<file path="config.mk">
export PLATFORM = sky130hd
export DESIGN_NAME = rgb_strobe_bbm
export DESIGN_NICKNAME = d
export VERILOG_FILES = /design/src/rtl/rgb_strobe_bbm.sv
export SDC_FILE = /design/constraint.sdc
export NUM_CORES = 1
export LEC_CHECK = 0
export ABC_AREA = 0
export BUFFER_PORTS_ARGS = -buffer_cell sky130_fd_sc_hd__buf_2
export CORE_MARGIN = 10
export CORE_UTILIZATION = 45
export CTS_BUF_LIST = sky130_fd_sc_hd__clkbuf_4
export DETAILED_ROUTE_END_ITERATION = 10
export PLACE_DENSITY = 0.65
export SLEW_MARGIN = 5
export SYNTH_ARGS = -nofsm -noshare
export SYNTH_HDL_FRONTEND = slang
export SYNTH_SLANG_ARGS = --single-unit
</file>
<file path="constraint.sdc">
create_clock -name clk -period 5.8 [get_ports clk]
set_input_delay 1.16 -clock clk [delete_from_list [all_inputs] [get_ports clk]]
set_output_delay 1.16 -clock clk [all_outputs]
set_load 0.005 [all_outputs]
</file>
<file path="src/rtl/rgb_strobe_bbm.sv">
module rgb_strobe_bbm #(
  parameter int SEL_W  = 2,
  parameter int CODE_W = 8,
  parameter int SW_N   = 6
) (
  input  logic              clk,
  input  logic              rst_n,
  input  logic [SEL_W-1:0]  sel_in,
  input  logic              map_sel,
  input  logic [CODE_W-1:0] dead_code,
  input  logic [2:0]        lim_en,
  input  logic              dec_en,
  output logic [SW_N-1:0]   sw_gate,
  output logic [SEL_W-1:0]  cur_idx,
  output logic              tlim_act
);
  localparam int CNT_W = CODE_W + 1;

  logic [SEL_W-1:0] s1, s2;
  logic [SW_N-1:0]  tgt_q, want;
  logic [CNT_W-1:0] cnt;
  logic             busy;

  function automatic logic [SW_N-1:0] decode(input logic m, input logic [SEL_W-1:0] s);
    logic [SW_N-1:0] r;
    if (!m) begin
      r = 6'b000111;
      if (s != 0) r[s + 2] = 1'b1;
    end else begin
      case (s)
        2'd1:    r = 6'b100001;
        2'd2:    r = 6'b011100;
        2'd3:    r = 6'b011010;
        default: r = '0;
      endcase
    end
    return r;
  endfunction

  assign want     = dec_en ? decode(map_sel, s2) : '0;
  assign tlim_act = (cur_idx != 0) && lim_en[cur_idx - 1'b1];

  always_ff @(posedge clk or negedge rst_n) begin
    if (!rst_n) begin
      s1 <= '0; s2 <= '0;
      sw_gate <= '0; tgt_q <= '0;
      cnt <= '0; busy <= 1'b0;
      cur_idx <= '0;
    end else begin
      s1 <= sel_in;
      s2 <= s1;
      cur_idx <= dec_en ? s2 : '0;
      if (want != tgt_q) begin
        sw_gate <= sw_gate & want;
        tgt_q   <= want;
        busy    <= |(want & ~sw_gate);
        cnt     <= CNT_W'(dead_code) + 1'b1;
      end else if (busy) begin
        if (cnt == 0) begin
          sw_gate <= tgt_q;
          busy    <= 1'b0;
        end else begin
          cnt <= cnt - 1'b1;
        end
      end
    end
  end
endmodule

</file>
Yosys cells after proc, flatten, opt, wreduce, memory -nomap -nowiden
Index checks and enable logic that the tools add are counted.
Widths: inputs -> output; s select.

operators by class
  bitwise gates (word level) = 3
  $add $sub $neg = 4
  eq/ne operators = 5
  multiplexer cells = 18
  reductions and logical operators = 10
  magnitude comparators = 3

operators with widths
  cell                 count
  $mux 6               6
  $mux 9               3
  $pmux 6 s3           1
  $and 6x6->6          2
  $add 8x1->9 const B  1
  $logic_not 9->1      1
  $sub 9x1->9 const B  1
  $reduce_bool 2->1    4
  $ne 6x6->1           1
  $not 6->6            1
  $reduce_or 6->1      1
  $mux 1               5
  $eq 2x2->1 const B   2
  $lt 3x4->1 const B   1
  $reduce_and 2->1     2
  $add 2x2->3 const B  1
  $demux 1 s3          1
  $ge 3x1->1 const B   1
  $lt 2x3->1 const B   1
  $bmux 1 s2           1
  $eq 2x1->1 const B   1
  $logic_and 1x1->1    2
  $mux 2               1
  $ne 2x2->1 const B   1
  $sub 2x1->2 const B  1

storage, ports and cells
  word-level logic and storage cells = 50
  bits of input ports = 17
  bits in registers = 28

Depth between registers and ports, before layout
Gate-level depths: netlist of run 1.

  word-level depth = 11
  depth in mapped cells = 9
  depth with buffers taken out = 7

Least setup slack after synthesis of run 1
Ideal clock, no wire load.

  path type = input-to-reg
  from = in map_sel
  to = reg cnt[1]
  data required time = 5.675 ns
  stages = 8
  data arrival time = 2.587 ns
  setup slack = 3.088 ns
  cell sequence = buf_2 > or2b_1 > o22ai_1 > o31a_1 > buf_4 > and3_4 > buf_6 > mux2_4

on the way
  longest elaborated chain between the ends = 5
  elaborated cells on any way between the ends = 7

ends and longest elaborated chain
  element                                                                  line  RTL
  start: declaration                                                       9     input logic map_sel,
  $mux 6 *                                                                 26    if (!m) begin
  $mux 6 *                                                                 40    assign want = dec_en ? decode(map_sel, s2) : '0;
  $ne 6x6->1 *                                                             53    if (want != tgt_q) begin
  $ne 2x2->1 (no source line) / $reduce_bool 2->1 (equally long branches)  n/a
  $reduce_and 2->1 (no source line)                                        n/a
  end signal: assignment                                                   57    cnt <= CNT_W'(dead_code) + 1'b1;
  end signal: assignment                                                   63    cnt <= cnt - 1'b1;
  end: declaration                                                         21    logic [CNT_W-1:0] cnt;

Every way passes the cells marked *; elsewhere a longest branch is shown, timed or not.
A chain may end at the register's enable or synchronous reset.

Final worst setup path of run 1
  from = in lim_en[0]
  to = out tlim_act

on the way
  longest elaborated chain between the ends = 3

ends and longest elaborated chain
  element                       line  RTL
  start: declaration            11    input logic [2:0] lim_en,
  $bmux 1 s2                    41    assign tlim_act = (cur_idx != 0) && lim_en[cur_idx - 1'b1];
  $mux 1 (not written as such)  41
  $logic_and 1x1->1             41
  end: declaration              15    output logic tlim_act

Every way passes these cells. The select of a mux whose other input is x is not followed.

==> key figures, run 1 <==
Yosys
  – Fraction of registers with async set/reset: between 90% and 100%
  – Leading cell types by total area after synthesis: dfrtp_1 (39%), mux2i_1 (6.1%), xnor2_1 (3.9%), nand2_1 (2.7%), buf_6 (2.5%)
  – Synth Area in Compound Gates: between 10% and 20%
  – Post-Synth Adder-Cell Area: between 2 and 2.5%
  – Mapped Area: 1807 µm²
  – Most used DFF post-synth: dfrtp_1
  – Yosys warns: 0
  – Post-synth net total: a little over 200
  – Mean Syn Cell Area: between 9 and 10 µm²
  – Yosys cell types: 55
  – Cell type with the largest total area after synthesis: dfrtp_1
  – EDFF count, synth: 0
  – Xor/xnor cell area share of the yosys netlist: between 5 and 6%
  – Post-Syn Instances: about 190
  – FF+latch count, synth: 28
  – Post-synthesis sequential area ratio: around two fifths
  – Simple-Gate Fraction of Synth Area: approximately 23%
  – Mux share of post-synthesis cell area: 6.925%
  – Largest family of logic cells by synthesized area: simple AND/OR/NAND/NOR gates
  – Synth top area share: between 30% and 40%

Cells and area
  – Commonest non-fill, non-tap cells in the layout: dfrtp_1 (28), buf_2 (25), nand2_1 (13)
  – Sequential Area: between 700 and 800 µm²
  – Filler cells: 333
  – Area growth, synth to finish: 9.210%
  – Most common cell after layout, fill and taps aside: dfrtp_1
  – Final nets: around 230
  – Diodes inserted: 0
  – Ratio of cells with drive above 1 in the final layout: around a fifth
  – Multi-input gate area: 997.2 µm²

Power and ir drop
  – PD cells: approximately 220 nW/µm²
  – Maximum vdd drop: 0.1086 mV
  – Leak: slightly below 0.9 nW

Detailed routing
  – Vias per cell: 5.759
  – DRT Pass-1 Iters: 4
  – Vias: 1,457
  – Residual DRC count: 0
  – Post-route ant nets: 0
  – Initial DRC Count: around 90
  – Wirelength per Cell: approximately 17 µm
  – Final wirelength: between 4000 and 5000 µm

STA
  – Final worst slack: a little under 3 ns
  – RSZ-0062 raised after global routing: false
  – Fin crit period: between 2 and 3 ns
  – # setup viols final: 0
  – Max Clock Skew: 0.01731 ns
  – TNS Setup: 0 ns
  – Final hold viol count: 0
  – Max-slew violations: 0
  – Max Freq: 346.9 MHz
  – Period utilization: just under 50%
  – Tightest Pin Transition: 0.6283 ns
  – Slew HR: 58.11%

Global route
  – Largest net degree at the start of global routing: 29
  – GR Util All Layers: 11.79%
  – Antenna violations before repair: 0
  – First-pass GRT wire length: 7065 µm
  – Grt ovf: 0
  – Vias in the first global route: approximately 1,500

Job
  – Max Cap Viol: 0

Place
  – GP Congestion: 0.8796
  – Final HPWL DP: around 3300 µm
  – PortBufs: 25
  – DP Worst Slack: 2.789 ns

Worst setup path
  – CP Capture Type: primary output
  – WP data arrival: approximately 1.7 ns
  – Critical-path cell list: buf_2 -> mux2i_1 -> nor2_1 -> a31oi_1 -> nor2_1 -> buf_2
  – Crit start category: input pin
  – Critical-path maximum fanout: 1
  – CP max-delay cell: a31oi_1
  – Req. time, crit path: ~4.6 ns
  – Setup CP Type: in2out
  – Crit-path max cell delay: ~0.13 ns

Floorplanning
  – CORE AREA: around 3800 µm²
  – Die height: roughly 83 µm
  – DIE AREA: 6950 µm²
  – Ports: 26
  – Row count: 22
  – Die extent in x: 83.37 µm
  – Initial Utilization: between 40% and 50%

Clock network
  – Clock-pin slew on the worst setup and hold paths: 0.16 ns
  – Setup bufs post-CTS: 0
  – CTS Buffer Depth: 2
  – CTS Buf Count: 3
  – CTS-repair resized insts: 0
  – CTS root buffer: clkbuf_4
  – H-tree depth: 1
  – Post-CTS Hold Buffers: 0
  – Worst-skew pair later-pin latency: 0.34 ns
  – Clock Sinks: 28
  – CTS tree: built

Run status
  – Outcome: completed

Hold path
  – HP Class: reg2reg
[through the flow]
step | std cells | instance area (µm²) | utilization (%) | total power [mW] | hold slack, ns
finish | 253 | 1973 | 52.32 | 0.4323 | 0.3721
global route | 253 | 1973 | 52.32 | 0.4548 | 0.3917
CTS | 253 | 1973 | 52.32 | 0.4351 | 0.3768
detailed placement | 249 | 1921 | 50.93 | 0.3065 | 0.3411
global placement | 249 | 1921 | 50.93 | 0.3009 | 0.3350
floorplan | 185 | 1807 | - | 0.2845 | 0.3312
[layer usage]
layer	global-route usage, %	wire (µm)	vias to the layer above
met4	1.846	32	0
met2	18.99	2004	48
met1	15.29	1939	694
li1	-	-	711
met5	0	0	-
met3	3.516	286	4
[cell usage after synthesis (all sizes together), types with 3 or more instances]
library cell	instances
nor3	3
mux2i	11
and3	6
nor2	10
buf	8
a21oi	3
dfrtp	28
inv	10
or2b	3
xor2	4
o21ai	7
xnor2	8
o31ai	3
and2	9
or3	4
nand4	5
a21boi	5
nand2	13
nand3	5
ha	3
nand2b	3
[path summary, 6_finish.rpt]
path	slack (ns)	depth (start not counted)	to	from
max in group asynchronous	4.57	1	cnt[4]$_DFFE_PN0P_	rst_n
worst min-delay path	0.37	0	s2[1]$_DFF_PN0_	s1[1]$_DFF_PN0_
worst min register to register	0.37	0	s2[1]$_DFF_PN0_	s1[1]$_DFF_PN0_
worst max register to register	3.44	6	sw_gate[5]$_DFFE_PN0P_	cnt[0]$_DFFE_PN0P_
worst max-delay path	2.92	6	tlim_act	lim_en[0]
min in group asynchronous	0.81	1	busy$_DFF_PN0_	rst_n
[sequential cells by signal, summed over array words and instances, names as in the netlist]
| register | flops |
|---|---|
| cur_idx | 2 |
| s2 | 2 |
| busy | 1 |
| sw_gate | 6 |
| tgt_q | 6 |
| cnt | 9 |
| s1 | 2 |
[kinds of logic (layout without fill, tap and decap cells)]
kind of cell / Yosys count / after routing
AOI/OAI and AO/OA: 40 / 40
xor gates and xnor gates: 12 / 12
adders and majority gates: 3 / 3
buffers and inverters: 19 / 39
DFF: 28 / 28
muxes: 12 / 12
and+or+nand+nor: 71 / 71
[final cells by class]
type | count | share of cell area [%]
Multi-Input combinational cell | 138 | 50.54
Sequential cell | 28 | 35.51
Timing Repair Buffer | 25 | 6.341
Tap cell | 48 | 3.044
Inverter | 10 | 1.902
Clock inverter | 1 | 1.522
Clock buffer | 3 | 1.141
[power by group]
| part | leakage [nW] | internal (mW) | switching [mW] |
|---|---|---|---|
| clock | 0.0279 | 0.0700 | 0.0590 |
| sequential | 0.353 | 0.207 | 0.0148 |
| combinational | 0.493 | 0.0363 | 0.0452 |
[critical path: cells and delay by family]
family	cells	cell delay, ns
buf+inv	2	0.21
simple gates	2	0.10
mux	1	0.12
compound gates	1	0.13
Power figures use the tool's default switching activity.
==> inputs of run 2 (changes only) <==
- PLACE_DENSITY: 0.65 -> 0.68
- clock period: 5.8 -> 2.5 ns (I/O delays scaled with it)
==> run 2 against run 1 <==
Routed wire length is 13% lower; sequential cell count unchanged; critical path depth unchanged; clock skew shrank 0.0088 ns; total power increased by 130%; largest power group unchanged; worst hold slack lost 0.22 ns; register-to-register slack worse by 3.3 ns; via count is 4.8% lower; largest cell class unchanged; sequential power increased by 130%; clock power increased by 130%; final area up 0.76%.
==> key figures, run 2 (synthesized netlist as in run 1, its figures left out) <==
Floorplanning
  – DIE AREA: 6950 µm² (unchanged)
  – CORE AREA: 3771 µm² (unchanged)
  – Die height: 83.37 µm (unchanged)
  – Die extent in x: 83.37 µm (unchanged)
  – Initial Utilization: 47.91% (unchanged)
  – Row count: 22 (unchanged)
  – Ports: 26 (unchanged)

Clock network
  – CTS tree: built
  – CTS root buffer: clkbuf_4
  – Worst-skew pair later-pin latency: 0.33 ns (about the same)
  – Clock Sinks: 28 (unchanged)
  – Clock-pin slew on the worst setup and hold paths: 0.15 ns (about the same)
  – H-tree depth: 1 (unchanged)
  – Post-CTS Hold Buffers: 0 (unchanged)
  – CTS Buf Count: 3 (unchanged)
  – Setup bufs post-CTS: 0 (unchanged)
  – CTS-repair resized insts: 0 (unchanged)
  – CTS Buffer Depth: 2 (unchanged)

STA
  – Period utilization: about 90%
  – TNS Setup: 0 ns (unchanged)
  – Tightest Pin Transition: 0.5965 ns (-0.03185 ns)
  – # setup viols final: 0 (unchanged)
  – Max-slew violations: 0 (unchanged)
  – Fin crit period: between 2 and 2.5 ns
  – WHS: 0.1525 ns (-0.2196 ns)
  – Max Freq: around 430 MHz
  – Slew HR: 60.23% (+2.1 points)
  – Max Clock Skew: 0.008511 ns (-0.008804 ns)
  – Final hold viol count: 0 (unchanged)
  – RSZ-0062 raised after global routing: false

Cells and area
  – Most common cell after layout, fill and taps aside: dfrtp_1
  – Max reg flops: 9 (unchanged)
  – Final nets: 228 (+0.88%)
  – Ratio of cells with drive above 1 in the final layout: 21.26% (+0.77 points)
  – Filler cells: 326 (-2.1%)
  – Commonest non-fill, non-tap cells in the layout: dfrtp_1 (28), buf_2 (25), nand2_1 (13)
  – Area growth, synth to finish: 10.04%
  – Diodes inserted: 0 (unchanged)
  – Largest regs: cnt: 9 flops, sw_gate: 6 flops, tgt_q: 6 flops
  – Largest register by flop count: cnt

Place
  – Final HPWL DP: 2904 µm (-11%)
  – PortBufs: 25 (unchanged)
  – GP Congestion: 0.8262 (-6.1%)

Job
  – Max Cap Viol: 0 (unchanged)

Worst setup path
  – CP Capture Type: flop
  – Crit start category: flop
  – Req. time, crit path: 2.74 ns (-1.90 ns)
  – Critical-path maximum fanout: 5 (+4)
  – Setup CP Type: reg2reg
  – WP data arrival: 2.55 ns (+0.83 ns)

Global route
  – First-pass GRT wire length: 6306 µm (-11%)
  – Largest net degree at the start of global routing: 29 (unchanged)
  – Grt ovf: 0 (unchanged)
  – GR Util All Layers: 10.38% (-1.4 points)
  – Antenna violations before repair: 0 (unchanged)
  – Vias in the first global route: 1,305 (-12%)

Detailed routing
  – Vias per cell: 5.439 (-5.6%)
  – Residual DRC count: 0 (unchanged)
  – DRT Pass-1 Iters: 4 (unchanged)
  – Vias: 1,387 (-4.8%)
  – Final wirelength: 3701 µm (-13%)
  – Post-route ant nets: 0 (unchanged)
  – Initial DRC Count: 110 (+20%)
  – Wirelength per Cell: 14.51 µm (-14%)

Power and ir drop
  – Leak: 0.8838 nW (+1.1%)
  – PD cells: 498.1 nW/µm² (+130%)
  – Maximum vdd drop: 0.4375 mV (+300%)
  – Design Power: 0.9902 mW (+130%)

Run status
  – Outcome: completed

Hold path
  – HP Class: in2async
## run 2: cell count changes in the layout (fill, tap and decap cells not counted), sizes merged
cell	delta
buf	+2
## run 2: worst paths after layout
| path | from | to | slack, ns | cells after the start |
|---|---|---|---|---|
| min reg2reg | s1[0]$_DFF_PN0_ | s2[0]$_DFF_PN0_ | 0.37 | 0 |
| min in group clk | sel_in[1] | s1[1]$_DFF_PN0_ | 0.26 | 1 |
| max reg2reg | cnt[0]$_DFFE_PN0P_ | sw_gate[5]$_DFFE_PN0P_ | 0.18 | 6 |
| max | cnt[0]$_DFFE_PN0P_ | sw_gate[5]$_DFFE_PN0P_ | 0.18 | 6 |
| min | rst_n | cnt[3]$_DFFE_PN0P_ | 0.15 | 1 |
| max in group asynchronous | rst_n | tgt_q[5]$_DFFE_PN0P_ | 1.95 | 1 |
## run 2: power breakdown
group	switching (mW)	total, mW	leakage (nW)	internal [mW]
combinational	0.100	0.187	0.503	0.0870
sequential	0.0319	0.512	0.353	0.480
clock	0.129	0.291	0.0279	0.162
total	0.261	0.990	0.884	0.729
## run 2: cell type report
type | count | area (µm²) | area share (%)
clock buffers | 3 | 22.52 | 1.133
flip-flops and latches | 28 | 700.7 | 35.24
inverters | 10 | 37.54 | 1.888
repair buffers | 27 | 140.1 | 7.048
clock inverters | 1 | 30.03 | 1.510
well taps | 48 | 60.06 | 3.021
multi-input cells | 138 | 997.2 | 50.16
## run 2: routing by layer
metal	GRT usage (%)	vias to the layer above	share of wire, %
met5	0	-	0
met4	1.385	0	0.32
met3	3.320	2	6.2
met2	14.18	44	42
met1	15.51	628	51
li1	-	713	-
## run 2: through the flow
stage          worst slack, ns  cells  utilization, %  cell area (µm²)
2_1_floorplan           0.4478    185               -             1807
3_3_place_gp            0.2509    251           51.33             1936
3_5_place_dp            0.2124    251           51.33             1936
4_1_cts                 0.2278    255           52.72             1988
5_1_grt                0.06551    255           52.72             1988
6_report                0.1843    255           52.72             1988
## run 2: worst max-delay path, stage by stage, from the launching register on
cell and delay, ns:
dfrtp_1 0.41, inv_1 0.09, ha_1 0.20, or4b_4 0.53
nor3_1 0.48, nand4_1 0.26, o221ai_1 0.26
==> inputs of run 3 (changes only) <==
--- a/config.mk
+++ b/config.mk
@@ -14,2 +14,3 @@
 export PLACE_DENSITY = 0.68
+export REMOVE_ABC_BUFFERS = 1
 export SLEW_MARGIN = 5
--- a/constraint.sdc
+++ b/constraint.sdc
@@ -3,2 +3,2 @@
 set_output_delay 0.5 -clock clk [all_outputs]
-set_load 0.005 [all_outputs]
+set_load 0.02 [all_outputs]
==> run 3 against run 2 <==
First-iteration DRC count shrank 23%; largest cell class unchanged; register-to-register slack gained 0.07 ns; fmax grew 2.9%; sequential cell count is the same; critical path depth grew 1; final area grew 1.9%; largest power group unchanged; clock skew is essentially flat; critical path type unchanged; global-route usage grew 0.97 points; clock-buffer cell count is the same; die area is the same; clock power grew 6%; non-clock buffer count grew 5.
==> key figures, run 3 (synthesized netlist as in run 1, its figures left out) <==
Cells and area
  – Most common cell after layout, fill and taps aside: dfrtp_1
  – Ratio of cells with drive above 1 in the final layout: 23.11% (+1.9 points)
  – Commonest non-fill, non-tap cells in the layout: dfrtp_1 (28), buf_2 (25), nand2_1 (13)
  – Largest regs: cnt: 9 flops, sw_gate: 6 flops, tgt_q: 6 flops
  – Core Util, Final: 53.72% (+1.0 points)
  – Max reg flops: 9 (unchanged)
  – Area growth, synth to finish: 12.12%
  – Largest register by flop count: cnt
  – Final nets: 233 (+2.2%)
  – Diodes inserted: 0 (unchanged)

Job
  – Max Cap Viol: 0 (unchanged)

STA
  – Final worst slack: 0.2502 ns (+0.06596 ns)
  – Max Clock Skew: 0.008426 ns (-0.00008532 ns)
  – Max Freq: 444.5 MHz (+2.9%)
  – Period utilization: 89.99% (-2.6 points)
  – Final hold viol count: 0 (unchanged)
  – RSZ-0062 raised after global routing: false
  – # setup viols final: 0 (unchanged)
  – Tightest Pin Transition: 0.6217 ns (+0.02518 ns)
  – TNS Setup: 0 ns (unchanged)
  – Max-slew violations: 0 (unchanged)
  – Fin crit period: 2.250 ns (-0.06596 ns)
  – Slew HR: 58.56% (-1.7 points)

Place
  – PortBufs: 25 (unchanged)
  – Final HPWL DP: 3034 µm (+4.5%)
  – DP Worst Slack: 0.2772 ns (+0.06483 ns)
  – GP Congestion: 0.7893 (-4.5%)

Clock network
  – Clock Sinks: 28 (unchanged)
  – Post-CTS Hold Buffers: 0 (unchanged)
  – Clock-pin slew on the worst setup and hold paths: 0.17 ns (+0.02 ns)
  – H-tree depth: 1 (unchanged)
  – Worst-skew pair later-pin latency: 0.34 ns (about the same)
  – CTS Buffer Depth: 2 (unchanged)
  – CTS root buffer: clkbuf_4
  – Setup bufs post-CTS: 0 (unchanged)
  – CTS tree: built
  – CTS-repair resized insts: 0 (unchanged)
  – CTS Buf Count: 3 (unchanged)

Power and ir drop
  – Share of power burned in registers: 49.8% (-1.9 points)
  – Design Power: 1.027 mW (+3.7%)
  – Clock power frac: 30.1% (+0.7 points)
  – Net Switching: 0.2890 mW (+11%)
  – Comb power frac: 20.1% (+1.2 points)
  – Leak: 0.9083 nW (+2.8%)
  – Maximum vdd drop: 0.2931 mV (-33%)
  – Switching share of power: 28.15% (+1.8 points)
  – PD cells: 506.9 nW/µm² (+1.8%)
  – Internal: 0.7378 mW (+1.1%)

Detailed routing
  – Wirelength per Cell: 15.42 µm (+6.2%)
  – DRT Pass-1 Iters: 4 (unchanged)
  – Residual DRC count: 0 (unchanged)
  – Post-route ant nets: 0 (unchanged)
  – Vias per cell: 5.573 (+2.5%)
  – Final wirelength: 4009 µm (+8.3%)
  – Initial DRC Count: 85 (-23%)
  – Vias: 1,449 (+4.5%)

Hold path
  – HP Class: in2async

Global route
  – Largest net degree at the start of global routing: 29 (unchanged)
  – Vias in the first global route: 1,434 (+9.9%)
  – GR Util All Layers: 11.35% (+0.97 points)
  – Grt ovf: 0 (unchanged)
  – First-pass GRT wire length: 6872 µm (+9.0%)
  – Antenna violations before repair: 0 (unchanged)

Floorplanning
  – Die height: 83.37 µm (unchanged)
  – Die extent in x: 83.37 µm (unchanged)
  – Row count: 22 (unchanged)
  – Initial Utilization: 47.91% (unchanged)
  – Ports: 26 (unchanged)
  – DIE AREA: 6950 µm² (unchanged)
  – CORE AREA: 3771 µm² (unchanged)

Worst setup path
  – Crit start category: flop
  – CP Capture Type: flop
  – Critical-path maximum fanout: 5 (unchanged)
  – CP Launch Point: cnt[0]$_DFFE_PN0P_
  – Req. time, crit path: 2.74 ns (about the same)
  – WP data arrival: 2.49 ns (-0.06 ns)
  – Setup CP Type: reg2reg
  – Worst R2R Start: cnt[0]$_DFFE_PN0P_

Run status
  – Outcome: completed
-- run 3: changes by cell type in the layout (fill, tap and decap cells not counted) --
| cell | change |
|---|---|
| buf_4 | +5 |
-- run 3: critical path, stage by stage (launching register included) --
cell and delay [ns]:
dfrtp_1 0.41, inv_1 0.09, ha_1 0.23, or4b_4 0.53
or3_4 0.42, and2_0 0.16, a41oi_1 0.20, o21ai_1 0.09
-- run 3: final timing paths --
check	to	slack, ns	depth (start not counted)
worst max-delay path	sw_gate[3]$_DFFE_PN0P_	0.25	7
worst min-delay path	cnt[0]$_DFFE_PN0P_	0.14	1
worst max register to register	sw_gate[3]$_DFFE_PN0P_	0.25	7
worst min register to register	s2[1]$_DFF_PN0_	0.38	0
max in group asynchronous	sw_gate[3]$_DFFE_PN0P_	1.95	1
min in group clk	s1[0]$_DFF_PN0_	0.25	1
-- run 3: layout make-up --
cell class,count,area (µm²)
flip-flops and latches,28,700.7
clock inverters,1,30.03
clock buffers,3,22.52
multi-input cells,138,997.2
inverters,10,37.54
well taps,48,60.06
repair buffers,32,177.7
fillers,331,1745
-- run 3: power groups by stage --
stage	logic [mW]	clock network (mW)	registers, mW
after floorplan	0.129	0	0.515
after global placement	0.203	0	0.519
after detailed placement	0.206	0	0.520
after CTS	0.207	0.312	0.511
after global routing	0.231	0.324	0.515
final	0.206	0.309	0.511
-- run 3: metal layers --
layer  GRT usage, %  share of wire (%)
met5              0                  0
met2          19.55                 49
met1          14.11                 46
met3          2.734                5.0
met4          1.692               0.32
-- run 3: through the flow --
stage          cells  hold WS [ns]  area (µm²)
2_1_floorplan    176        0.2044        1735
3_3_place_gp     256        0.3341        1973
3_5_place_dp     256        0.3347        1973
4_1_cts          260        0.1621        2026
5_1_grt          260        0.1896        2026
6_report         260        0.1397        2026
